==> config.mk <==
export PLATFORM = sky130hd
export DESIGN_NAME = sync_notify_writer
export DESIGN_NICKNAME = d
export VERILOG_FILES = /design/src/rtl/snw_pkg.sv /design/src/rtl/snw_decoder.sv /design/src/rtl/snw_base_table.sv /design/src/rtl/snw_err_status.sv /design/src/rtl/sync_notify_writer.sv
export SDC_FILE = /design/constraint.sdc
export NUM_CORES = 1
export LEC_CHECK = 0
export BUFFER_PORTS_ARGS = -buffer_cell sky130_fd_sc_hd__buf_2
export CAP_MARGIN = 20
export CORE_ASPECT_RATIO = 2
export CORE_UTILIZATION = 53
export CTS_CLUSTER_DIAMETER = 60
export CTS_CLUSTER_SIZE = 40
export DETAILED_ROUTE_END_ITERATION = 10
export PLACE_DENSITY = 0.76
export SKIP_CTS_REPAIR_TIMING = 1
export SYNTH_ARGS = -nofsm -noshare
export SYNTH_HDL_FRONTEND = slang
export SYNTH_SLANG_ARGS = --single-unit
==> constraint.sdc <==
create_clock -name clk_i -period 5.66 [get_ports clk_i]
set_clock_uncertainty 0.05 [all_clocks]
set_input_delay 0.566 -clock clk_i [delete_from_list [all_inputs] [get_ports clk_i]]
set_output_delay 0.566 -clock clk_i [all_outputs]
set_load 0.05 [all_outputs]
==> src/rtl/snw_pkg.sv <==
package snw_pkg;

   typedef logic [4:0] code_t;

   typedef enum logic [1:0] {
      ERR_NONE       = 2'd0,
      ERR_BAD_OFFSET = 2'd1,
      ERR_NO_BASE    = 2'd2
   } err_cause_e;

   typedef struct packed {
      logic  hit;
      code_t code;
   } dec_t;

   // byte geometry of the notification area
   localparam int SLOT_SHIFT  = 5;   // 32-byte slot per target chip
   localparam int CHUNK_SHIFT = 9;   // 512-byte chunk per thread
   localparam int SYNC_OFF_W  = 12;  // width of the sync register layout

   function automatic dec_t sync_lookup(input logic [SYNC_OFF_W-1:0] off);
      dec_t d;
      d.hit  = 1'b1;
      d.code = '0;
      unique case (off)
         12'h000: d.code = 5'h00;
         12'h080: d.code = 5'h01;
         12'h100: d.code = 5'h02;
         12'h180: d.code = 5'h03;
         12'h200: d.code = 5'h04;
         12'h280: d.code = 5'h05;
         12'h300: d.code = 5'h06;
         12'h800: d.code = 5'h10;
         12'h880: d.code = 5'h11;
         12'h900: d.code = 5'h12;
         12'h980: d.code = 5'h13;
         12'hA00: d.code = 5'h14;
         12'hA80: d.code = 5'h15;
         default: d.hit  = 1'b0;
      endcase
      return d;
   endfunction

   function automatic dec_t flush_lookup(input logic [4:0] off);
      dec_t d;
      d.hit  = 1'b1;
      d.code = '0;
      unique case (off)
         5'h00:   d.code = 5'h08;
         5'h08:   d.code = 5'h09;
         5'h10:   d.code = 5'h0A;
         5'h18:   d.code = 5'h18;
         default: d.hit  = 1'b0;
      endcase
      return d;
   endfunction

endpackage

==> src/rtl/snw_decoder.sv <==
module snw_decoder
   import snw_pkg::*;
#(
   parameter int ADDR_W    = 20,
   parameter int SHIFT_W   = 5,
   parameter bit HAS_FLUSH = 1'b1
) (
   input  logic               space_i,
   input  logic [ADDR_W-1:0]  offset_i,
   input  logic [SHIFT_W-1:0] page_shift_i,
   output logic               hit_o,
   output logic               inject_o,
   output code_t              code_o
);

   localparam logic [ADDR_W-1:0] ONE = ADDR_W'(1);

   logic [ADDR_W-1:0] page_mask;
   logic [ADDR_W-1:0] in_page;
   logic              above_page;
   dec_t              sync_d;
   dec_t              flush_d;

   if (ADDR_W <= SYNC_OFF_W) begin : g_chk_addr
      $error("snw_decoder: ADDR_W must exceed the sync layout width");
   end

   assign page_mask  = (ONE << page_shift_i) - ONE;
   assign in_page    = offset_i & page_mask;
   assign above_page = |(offset_i & ~page_mask);

   always_comb begin
      sync_d = sync_lookup(in_page[SYNC_OFF_W-1:0]);
      if (in_page[ADDR_W-1:SYNC_OFF_W] != '0) sync_d.hit = 1'b0;
   end

   if (HAS_FLUSH) begin : g_flush
      always_comb begin
         flush_d = flush_lookup(offset_i[4:0]);
         if (offset_i[ADDR_W-1:5] != '0) flush_d.hit = 1'b0;
      end
   end else begin : g_no_flush
      assign flush_d = '0;
   end

   always_comb begin
      if (space_i) begin
         hit_o    = flush_d.hit;
         inject_o = 1'b1;
         code_o   = flush_d.code;
      end else begin
         hit_o    = sync_d.hit;
         inject_o = above_page;
         code_o   = sync_d.code;
      end
   end

endmodule

==> src/rtl/snw_base_table.sv <==
module snw_base_table #(
   parameter int TOPO_W = 4,
   parameter int MEM_AW = 40
) (
   input  logic              clk_i,
   input  logic              rst_ni,
   input  logic              we_i,
   input  logic [TOPO_W-1:0] idx_i,
   input  logic [MEM_AW-1:0] base_i,
   input  logic              valid_i,
   input  logic [TOPO_W-1:0] rd_idx_i,
   output logic [MEM_AW-1:0] rd_base_o,
   output logic              rd_ok_o
);

   localparam int NUM = 1 << TOPO_W;

   logic [NUM-1:0]    vld_all;
   logic [MEM_AW-1:0] base_all [NUM];

   for (genvar e = 0; e < NUM; e++) begin : g_ent
      logic              v_q;
      logic [MEM_AW-1:0] b_q;
      always_ff @(posedge clk_i or negedge rst_ni) begin
         if (!rst_ni) begin
            v_q <= 1'b0;
            b_q <= '0;
         end else if (we_i && (idx_i == TOPO_W'(e))) begin
            v_q <= valid_i;
            b_q <= base_i;
         end
      end
      assign vld_all[e]  = v_q;
      assign base_all[e] = b_q;
   end

   assign rd_base_o = base_all[rd_idx_i];
   assign rd_ok_o   = vld_all[rd_idx_i] && (base_all[rd_idx_i] != '0);

   AST_TBL_WRITE_LANDS: assert property (@(posedge clk_i) disable iff (!rst_ni)
      we_i |=> (vld_all[$past(idx_i)] == $past(valid_i)) && (base_all[$past(idx_i)] == $past(base_i)));

endmodule

==> src/rtl/snw_err_status.sv <==
module snw_err_status
   import snw_pkg::*;
#(
   parameter int ADDR_W = 20
) (
   input  logic              clk_i,
   input  logic              rst_ni,
   input  logic              set_i,
   input  err_cause_e        cause_i,
   input  logic [ADDR_W-1:0] offset_i,
   input  logic              clr_i,
   output logic              flag_o,
   output err_cause_e        cause_o,
   output logic [ADDR_W-1:0] offset_o
);

   always_ff @(posedge clk_i or negedge rst_ni) begin
      if (!rst_ni) begin
         flag_o   <= 1'b0;
         cause_o  <= ERR_NONE;
         offset_o <= '0;
      end else if (set_i) begin
         flag_o   <= 1'b1;
         cause_o  <= cause_i;
         offset_o <= offset_i;
      end else if (clr_i) begin
         flag_o   <= 1'b0;
         cause_o  <= ERR_NONE;
         offset_o <= '0;
      end
   end

   AST_ERR_SET_WINS: assert property (@(posedge clk_i) disable iff (!rst_ni)
      set_i |=> flag_o && (cause_o == $past(cause_i)));
   AST_ERR_CLEARED: assert property (@(posedge clk_i) disable iff (!rst_ni)
      (clr_i && !set_i) |=> !flag_o);

endmodule

==> src/rtl/sync_notify_writer.sv <==
module sync_notify_writer
   import snw_pkg::*;
#(
   parameter int ADDR_W         = 20,
   parameter int MEM_AW         = 40,
   parameter int TOPO_W         = 4,
   parameter int THREAD_W       = 7,
   parameter int SHIFT_W        = 5,
   parameter bit HAS_FLUSH_REGS = 1'b1
) (
   input  logic                clk_i,
   input  logic                rst_ni,
   input  logic [TOPO_W-1:0]   chip_topo_i,
   input  logic [SHIFT_W-1:0]  page_shift_i,
   input  logic                req_valid_i,
   output logic                req_ready_o,
   input  logic                req_space_i,
   input  logic [ADDR_W-1:0]   req_offset_i,
   input  logic [THREAD_W-1:0] req_thread_i,
   input  logic [TOPO_W-1:0]   req_topo_i,
   input  logic                tbl_we_i,
   input  logic [TOPO_W-1:0]   tbl_idx_i,
   input  logic [MEM_AW-1:0]   tbl_base_i,
   input  logic                tbl_valid_i,
   output logic                wr_valid_o,
   input  logic                wr_ready_i,
   output logic [MEM_AW-1:0]   wr_addr_o,
   output logic [7:0]          wr_data_o,
   output logic                err_flag_o,
   output logic [1:0]          err_cause_o,
   output logic [ADDR_W-1:0]   err_offset_o,
   input  logic                err_clr_i
);

   localparam int REGION_W = THREAD_W + CHUNK_SHIFT;
   localparam logic [7:0] NOTIFY_BYTE = 8'hFF;

   if (TOPO_W + SLOT_SHIFT > CHUNK_SHIFT) begin : g_chk_topo
      $error("sync_notify_writer: chip slots overflow a thread chunk");
   end
   if (MEM_AW <= REGION_W) begin : g_chk_mem
      $error("sync_notify_writer: MEM_AW too small for the notification region");
   end

   logic              dec_hit;
   logic              dec_inject;
   code_t             dec_code;
   logic [MEM_AW-1:0] tbl_base;
   logic              tbl_ok;
   logic              accept;
   logic              fire;
   logic              err_set;
   err_cause_e        err_cause_d;
   err_cause_e        err_cause_q;
   logic [MEM_AW-1:0] addr_d;
   logic              busy_q;
   logic [MEM_AW-1:0] addr_q;

   snw_decoder #(
      .ADDR_W   (ADDR_W),
      .SHIFT_W  (SHIFT_W),
      .HAS_FLUSH(HAS_FLUSH_REGS)
   ) u_dec (
      .space_i     (req_space_i),
      .offset_i    (req_offset_i),
      .page_shift_i(page_shift_i),
      .hit_o       (dec_hit),
      .inject_o    (dec_inject),
      .code_o      (dec_code)
   );

   snw_base_table #(
      .TOPO_W(TOPO_W),
      .MEM_AW(MEM_AW)
   ) u_tbl (
      .clk_i    (clk_i),
      .rst_ni   (rst_ni),
      .we_i     (tbl_we_i),
      .idx_i    (tbl_idx_i),
      .base_i   (tbl_base_i),
      .valid_i  (tbl_valid_i),
      .rd_idx_i (req_topo_i),
      .rd_base_o(tbl_base),
      .rd_ok_o  (tbl_ok)
   );

   assign accept  = req_valid_i && req_ready_o;
   assign fire    = accept && dec_hit && dec_inject && tbl_ok;
   assign err_set = accept && (!dec_hit || (dec_inject && !tbl_ok));
   assign err_cause_d = !dec_hit ? ERR_BAD_OFFSET : ERR_NO_BASE;

   assign addr_d = tbl_base
                 + (MEM_AW'(req_thread_i) << CHUNK_SHIFT)
                 + (MEM_AW'(chip_topo_i) << SLOT_SHIFT)
                 + MEM_AW'(dec_code);

   always_ff @(posedge clk_i or negedge rst_ni) begin
      if (!rst_ni) begin
         busy_q <= 1'b0;
         addr_q <= '0;
      end else if (fire) begin
         busy_q <= 1'b1;
         addr_q <= addr_d;
      end else if (busy_q && wr_ready_i) begin
         busy_q <= 1'b0;
      end
   end

   assign req_ready_o = !busy_q;
   assign wr_valid_o  = busy_q;
   assign wr_addr_o   = addr_q;
   assign wr_data_o   = NOTIFY_BYTE;

   snw_err_status #(
      .ADDR_W(ADDR_W)
   ) u_err (
      .clk_i   (clk_i),
      .rst_ni  (rst_ni),
      .set_i   (err_set),
      .cause_i (err_cause_d),
      .offset_i(req_offset_i),
      .clr_i   (err_clr_i),
      .flag_o  (err_flag_o),
      .cause_o (err_cause_q),
      .offset_o(err_offset_o)
   );
   assign err_cause_o = err_cause_q;

   AST_POLL_SILENT: assert property (@(posedge clk_i) disable iff (!rst_ni)
      (accept && !req_space_i && dec_hit && !dec_inject) |=> !wr_valid_o);
   AST_BAD_OFFSET_NO_WRITE: assert property (@(posedge clk_i) disable iff (!rst_ni)
      (accept && !dec_hit) |=> !wr_valid_o && err_flag_o);
   AST_NO_BASE_NO_WRITE: assert property (@(posedge clk_i) disable iff (!rst_ni)
      (accept && dec_hit && dec_inject && !tbl_ok) |=> !wr_valid_o && err_flag_o);
   AST_WRITE_HELD: assert property (@(posedge clk_i) disable iff (!rst_ni)
      (wr_valid_o && !wr_ready_i) |=> wr_valid_o && $stable(wr_addr_o));
   AST_NO_ACCEPT_WHILE_BUSY: assert property (@(posedge clk_i) disable iff (!rst_ni)
      (wr_valid_o && !wr_ready_i) |=> !req_ready_o);

endmodule

=== After elaboration in Yosys (flattened, before gate mapping) ===
Cells that the tools add are included.

* Add/sub/neg operators: 4
* Multipliers: 0
* Divide/modulo/power cells: 0
* Magnitude comparators: 2
* Equal/unequal tests: 30
* Shift operators: 1
* Mux-type cells: 23
* Bitwise gates (word level): 4
* Reductions and logical operators: 39

{| class="wikitable"
|+ Operator list
! kind !! number
|-
| $bmux W40 S4 || 1
|-
| $mux W40 || 2
|-
| $eq A12 B12 Y1 const B || 6
|-
| $pmux W5 S12 || 1
|-
| $add A40 B16 Y40 || 1
|-
| $add A40 B5 Y40 || 1
|-
| $add A40 B9 Y40 || 1
|-
| $and A20 B20 Y20 || 2
|-
| $mux W20 || 2
|-
| $reduce_bool A40 Y1 || 1
|-
| $eq A12 B10 Y1 const B || 3
|-
| $eq A4 B4 Y1 const B || 8
|-
| $eq A12 B9 Y1 const B || 2
|-
| $logic_and A1 B1 Y1 || 24
|-
| $not A20 Y20 || 1
|-
| $pmux W5 S4 || 1
|-
| $reduce_or A20 Y1 || 1
|-
| $shl A1 B5 Y20 const A || 1
|-
| $sub A20 B1 Y20 const B || 1
|-
| $eq A4 B3 Y1 const B || 4
|-
| $reduce_bool A15 Y1 || 1
|-
| $reduce_or A13 Y1 || 1
|-
| $eq A12 B8 Y1 const B || 1
|-
| $logic_not A12 Y1 || 1
|-
| 18 further kinds || 35
|}

* Register bits after elaboration: 720
* Bits in latches: 0
* Bits in writable memories: 0
* Memory bits (read-only): 0
* Input bits: 92
* Output and inout bits: 73
* Logic and storage cells: 140
* Memories: 0

=== Longest topological paths before layout ===
* Depth after elaboration: 12
* Gate-level depth with buffers: 24
* Depth with buffers taken out: 22

=== Cells and area by module ===
Synthesis repeated with hierarchy kept, for this count alone.

* Cells, all modules: 2269
* Area total of the unflattened synthesis: 33732.4 µm²

{| class="wikitable"
|+ By module, submodules not included
! module !! times used !! cells each !! area each (µm²) !! sequential area each (µm²)
|-
| snw_base_table || 1 || 1751 || 29231.8 || 16415.7
|-
| sync_notify_writer || 1 || 332 || 2871.5 || 1026.0
|-
| snw_decoder || 1 || 134 || 823.3 || 0.0
|-
| snw_err_status || 1 || 52 || 805.8 || 575.6
|}

=== Worst setup path before layout ===
OpenSTA, ideal clock, no wires.

* Kind: in2reg
* Start: input port page_shift_i[2]
* End: register addr_q[36] (netlist: wr_addr_o[36])
* Library setup time: 123 ps
* Data arrival time: 5032 ps
* Required time: 5487 ps
* Path slack: 455 ps
* Cell stages on the path: 24
* Buffers on the path: 3
* Cell sequence: clkbuf_1 -> nor4_1 -> nor2b_1 -> inv_1 -> ha_1 -> clkbuf_1 -> inv_1 -> xnor2_1 -> a221oi_1 -> nand2_1 -> o32ai_1 -> ha_1 -> inv_1 -> fa_1 -> nor2b_1 -> o31ai_1 -> a21oi_1 -> a21oi_1 -> o21ai_0 -> a41oi_1 -> clkbuf_1 -> nor3b_1 -> xnor2_1 -> o21ai_1

* Cells in the longest elaborated chain, start to end: 11
* Elaborated cells between the ends (all ways): 31
* Classes of those cells: 2 x add/sub; 12 x eq/ne; 1 x shift; 6 x mux; 3 x bitwise; 7 x reduce/logical

{| class="wikitable"
|+ Ends and longest elaborated chain
! item !! line !! source
|-
| start: declaration || sync_notify_writer.sv:14 || <nowiki>input logic [SHIFT_W-1:0] page_shift_i,</nowiki>
|-
| $shl A1 B5 Y20 * || snw_decoder.sv:28 || <nowiki>assign page_mask = (ONE << page_shift_i) - ONE;</nowiki>
|-
| $sub A20 B1 Y20 * || snw_decoder.sv:28 ||
|-
| branches (longest 9 deep; another with $add A40 B5 Y40) || - ||
|-
| end signal: assignment || sync_notify_writer.sv:103 || <nowiki>addr_q <= addr_d;</nowiki>
|-
| end: declaration || sync_notify_writer.sv:57 || <nowiki>logic [MEM_AW-1:0] addr_q;</nowiki>
|}

Mark *: on every way between the ends.
A chain may end at the register's enable or synchronous reset.

=== Final worst setup path ===
* Start: input port page_shift_i[1]
* End: register addr_q[32] (netlist: wr_addr_o[32])

Same word-level chain as after synthesis.

==> qor.csv <==
metric,value,unit
status,completed,
Compound-Gate Fraction of Synth Area,3.40,%
H-tree depth,1,
startpoint type of the worst setup path,input port,
gr ovfl total,0,
syn_area_per_cell,14.6,µm²
ys async rst share,100,%
maximum vdd ir drop,0.000273,V
clk buf depth,3,
ys flop type,dfrtp_1,
design area,36700,µm²
final worst path period share,89.9,%
share of layout cells above drive strength 1,47.4,%
Crit Path Class,input port to flop,
post-synthesis mux area share,35.3,%
Die Span X,181,µm
"worst slack, placed",-0.0414,ns
P&R area growth vs syn,8.44,%
PwrDens,349,nW/µm²
Row Count,130,
die area,65000,µm²
cts bufs inserted,28,
first-pass iteration count of the detailed router,7,
WP data required,6.13,ns
Finished Layout Cells,3212,
Synth area leaders,"dfrtp_1 53%, mux2_2 22%, mux4_2 12%",
critical path capture point type,flop,
wire length per cell,27.5,µm
WP data arrival,5.56,ns
Hold Crit Class,input port to flop,
number of global-route vias before repair,22200,
Post-Synthesis Cells,2320,
Commonest cells post-synth,"720 x dfrtp_1, 660 x mux2_2, 181 x mux4_2",
xor and xnor area share after synthesis,0.930,%
"Min Clock Period, post-route",5.09,ns
IO Port Bufs,156,
Worst Tran Pin Value,1.18,ns
CTS tree,yes,
final hold viol count,0,
R2R depth,9,
largest net degree at the start of global routing,125,
RSZ-0062 raised after global routing,false,
DRC errors left,0,
placer congestion estimate,1.00,
Ys Warns,0,
dpl cells,3156,
number of synthesized flops with an enable pin,0,
max-cap violation count,0,
worst hold slack,0.0813,ns
Clock Latency Late Sink,0.65,ns
Final Max Slew Viols,0,
most common cell in the netlist,dfrtp_1,
final setup margin,0.573,ns
fillcell total,4835,
leakage power,15.9,nW
number of clock sinks,720,
Post-Route WL,88400,µm
Final setup viols,0,
Post-Synth Adder-Cell Area,0.687,%
post-placement cell area,35600,µm²
"Seq/Total Area, Yosys",53.2,%
Initial Util,53.8,%
main combinational cell family by area after synthesis,multiplexers,
Slew headroom,21.1,%
Root Driver,clkbuf_16,
Worst Hold Path Cells,2,
Unique masters post-synth,62,
share of the synthesized area in the top cell type,53.2,%
core area,62900,µm²
Via Count,20300,
Worst-path clk slew,0.13,ns
Max Clk Rate,197,MHz
Via density,6.33,
Seq cells post-synth,720,
die height,360,µm
DR iter-0 viols,1181,
IO Count,165,
initial antenna violation count,8,
Routed Antenna Nets,0,
global-route wire length before repair,136000,µm
Post-Synth Simple-Gate Area,3.65,%
Layout Nets,2507,
post-synth top area cell,dfrtp_1,
post-detail-place hpwl,58900,µm
"Max FO, Critical Path",12,
total track usage,27.9,%
Post-Syn Area,33900,µm²
## area by class of cell
cell class / instances / area (µm²) / area share (%)
Timing Repair Buffer: 228 / 1480 / 4.02
Antenna cell: 2 / 5.00 / 0.0136
Sequential cell: 720 / 18000 / 49.0
Multi-Input combinational cell: 1386 / 15000 / 40.9
Clock buffer: 29 / 726 / 1.97
Clock inverter: 22 / 377 / 1.02
Tap cell: 792 / 991 / 2.70
Inverter: 33 / 124 / 0.337
## sequential cells by signal, summed over array words and instances, names as in the netlist
name and count:
u_tbl.g_ent.b_q 640, wr_addr_o 40, u_err.offset_o 20, u_tbl.g_ent.v_q 16
u_err.cause_o 2, u_err.flag_o 1, wr_valid_o 1
## cell families after synthesis
group | count (synthesis)
AOI/OAI and AO/OA | 181
buffers and inverters | 221
adders and majority gates | 18
and+or+nand+nor | 258
muxes | 885
xor gates and xnor gates | 36
other | 1
DFF | 720
## worst max-delay path, cell delays in order
cell,delay (ns)
buf_2,0.11
nor4_1,0.36
nor2b_1,0.23
inv_1,0.08
ha_1,0.19
and2_1,0.15
o21ai_0,0.14
nand2_1,0.11
a221oi_1,0.49
nand2_1,0.21
o32ai_1,0.38
ha_1,0.23
inv_1,0.06
fa_1,0.41
nor2b_1,0.16
o31ai_1,0.11
a21oi_1,0.22
a21oi_1,0.13
o21ai_0,0.30
a41oi_1,0.16
buf_4,0.21
nor3b_1,0.28
xor2_1,0.18
o21ai_0,0.10
## layout by cell type, fill, tap and decap left out, types with 17 or more instances in the layout
cell       netlist  final
dfrtp_1        720    720
mux2_2         660    660
mux4_2         181    181
buf_2           32    152
nand2_1         90     89
buf_4           12     62
o21ai_0         60     60
nor2_1          57     48
inv_1           32     32
a21oi_1         30     29
mux2i_1         29     29
clkbuf_16        0     29
xnor2_1         22     22
nor3_1          22     22
nor2b_1         22     20
a22oi_1         18     18
ha_1            17     17
## routing by layer
metal / wire, µm / GRT usage (%) / share of wire (%)
met1: 33500 / 33.0 / 38
met2: 47000 / 50.0 / 53
met3: 3660 / 3.58 / 4.1
met4: 4190 / 13.3 / 4.7
met5: 58 / 0 / 0.066
## metrics by stage
stage	TNS, ns	utilization, %	total power, W
5_1_grt	0	58.4	0.0134
6_report	0	58.4	0.0128
4_1_cts	0	58.3	0.0129
3_3_place_gp	0	56.5	0.00968
2_1_floorplan	0	-	0.00893
3_5_place_dp	-0.0414	56.5	0.00994
## where the power goes
part / total, W / internal, W / leakage, nW / switching, W
registers: 0.00680 / 0.00624 / 8.89 / 0.000565
clock network: 0.00298 / 0.00116 / 0.533 / 0.00182
logic: 0.00303 / 0.00168 / 6.47 / 0.00135
## path summary, 6_finish.rpt
kind | from | end | slack (ns)
setup / recovery | page_shift_i[1] | wr_addr_o[32]$_DFFE_PN0P_ | 0.57
hold / removal | wr_ready_i | wr_valid_o$_DFFE_PN0P_ | 0.08
setup reg to reg | u_tbl.g_ent[7].b_q[0]$_DFFE_PN0P_ | wr_addr_o[35]$_DFFE_PN0P_ | 1.37
hold reg to reg | wr_addr_o[2]$_DFFE_PN0P_ | wr_addr_o[2]$_DFFE_PN0P_ | 0.45
max in group asynchronous | rst_ni | u_tbl.g_ent[0].b_q[26]$_DFFE_PN0P_ | 3.71
min in group asynchronous | rst_ni | u_tbl.g_ent[10].b_q[2]$_DFFE_PN0P_ | 0.49
Note: power is estimated with default switching activity, not from simulation.
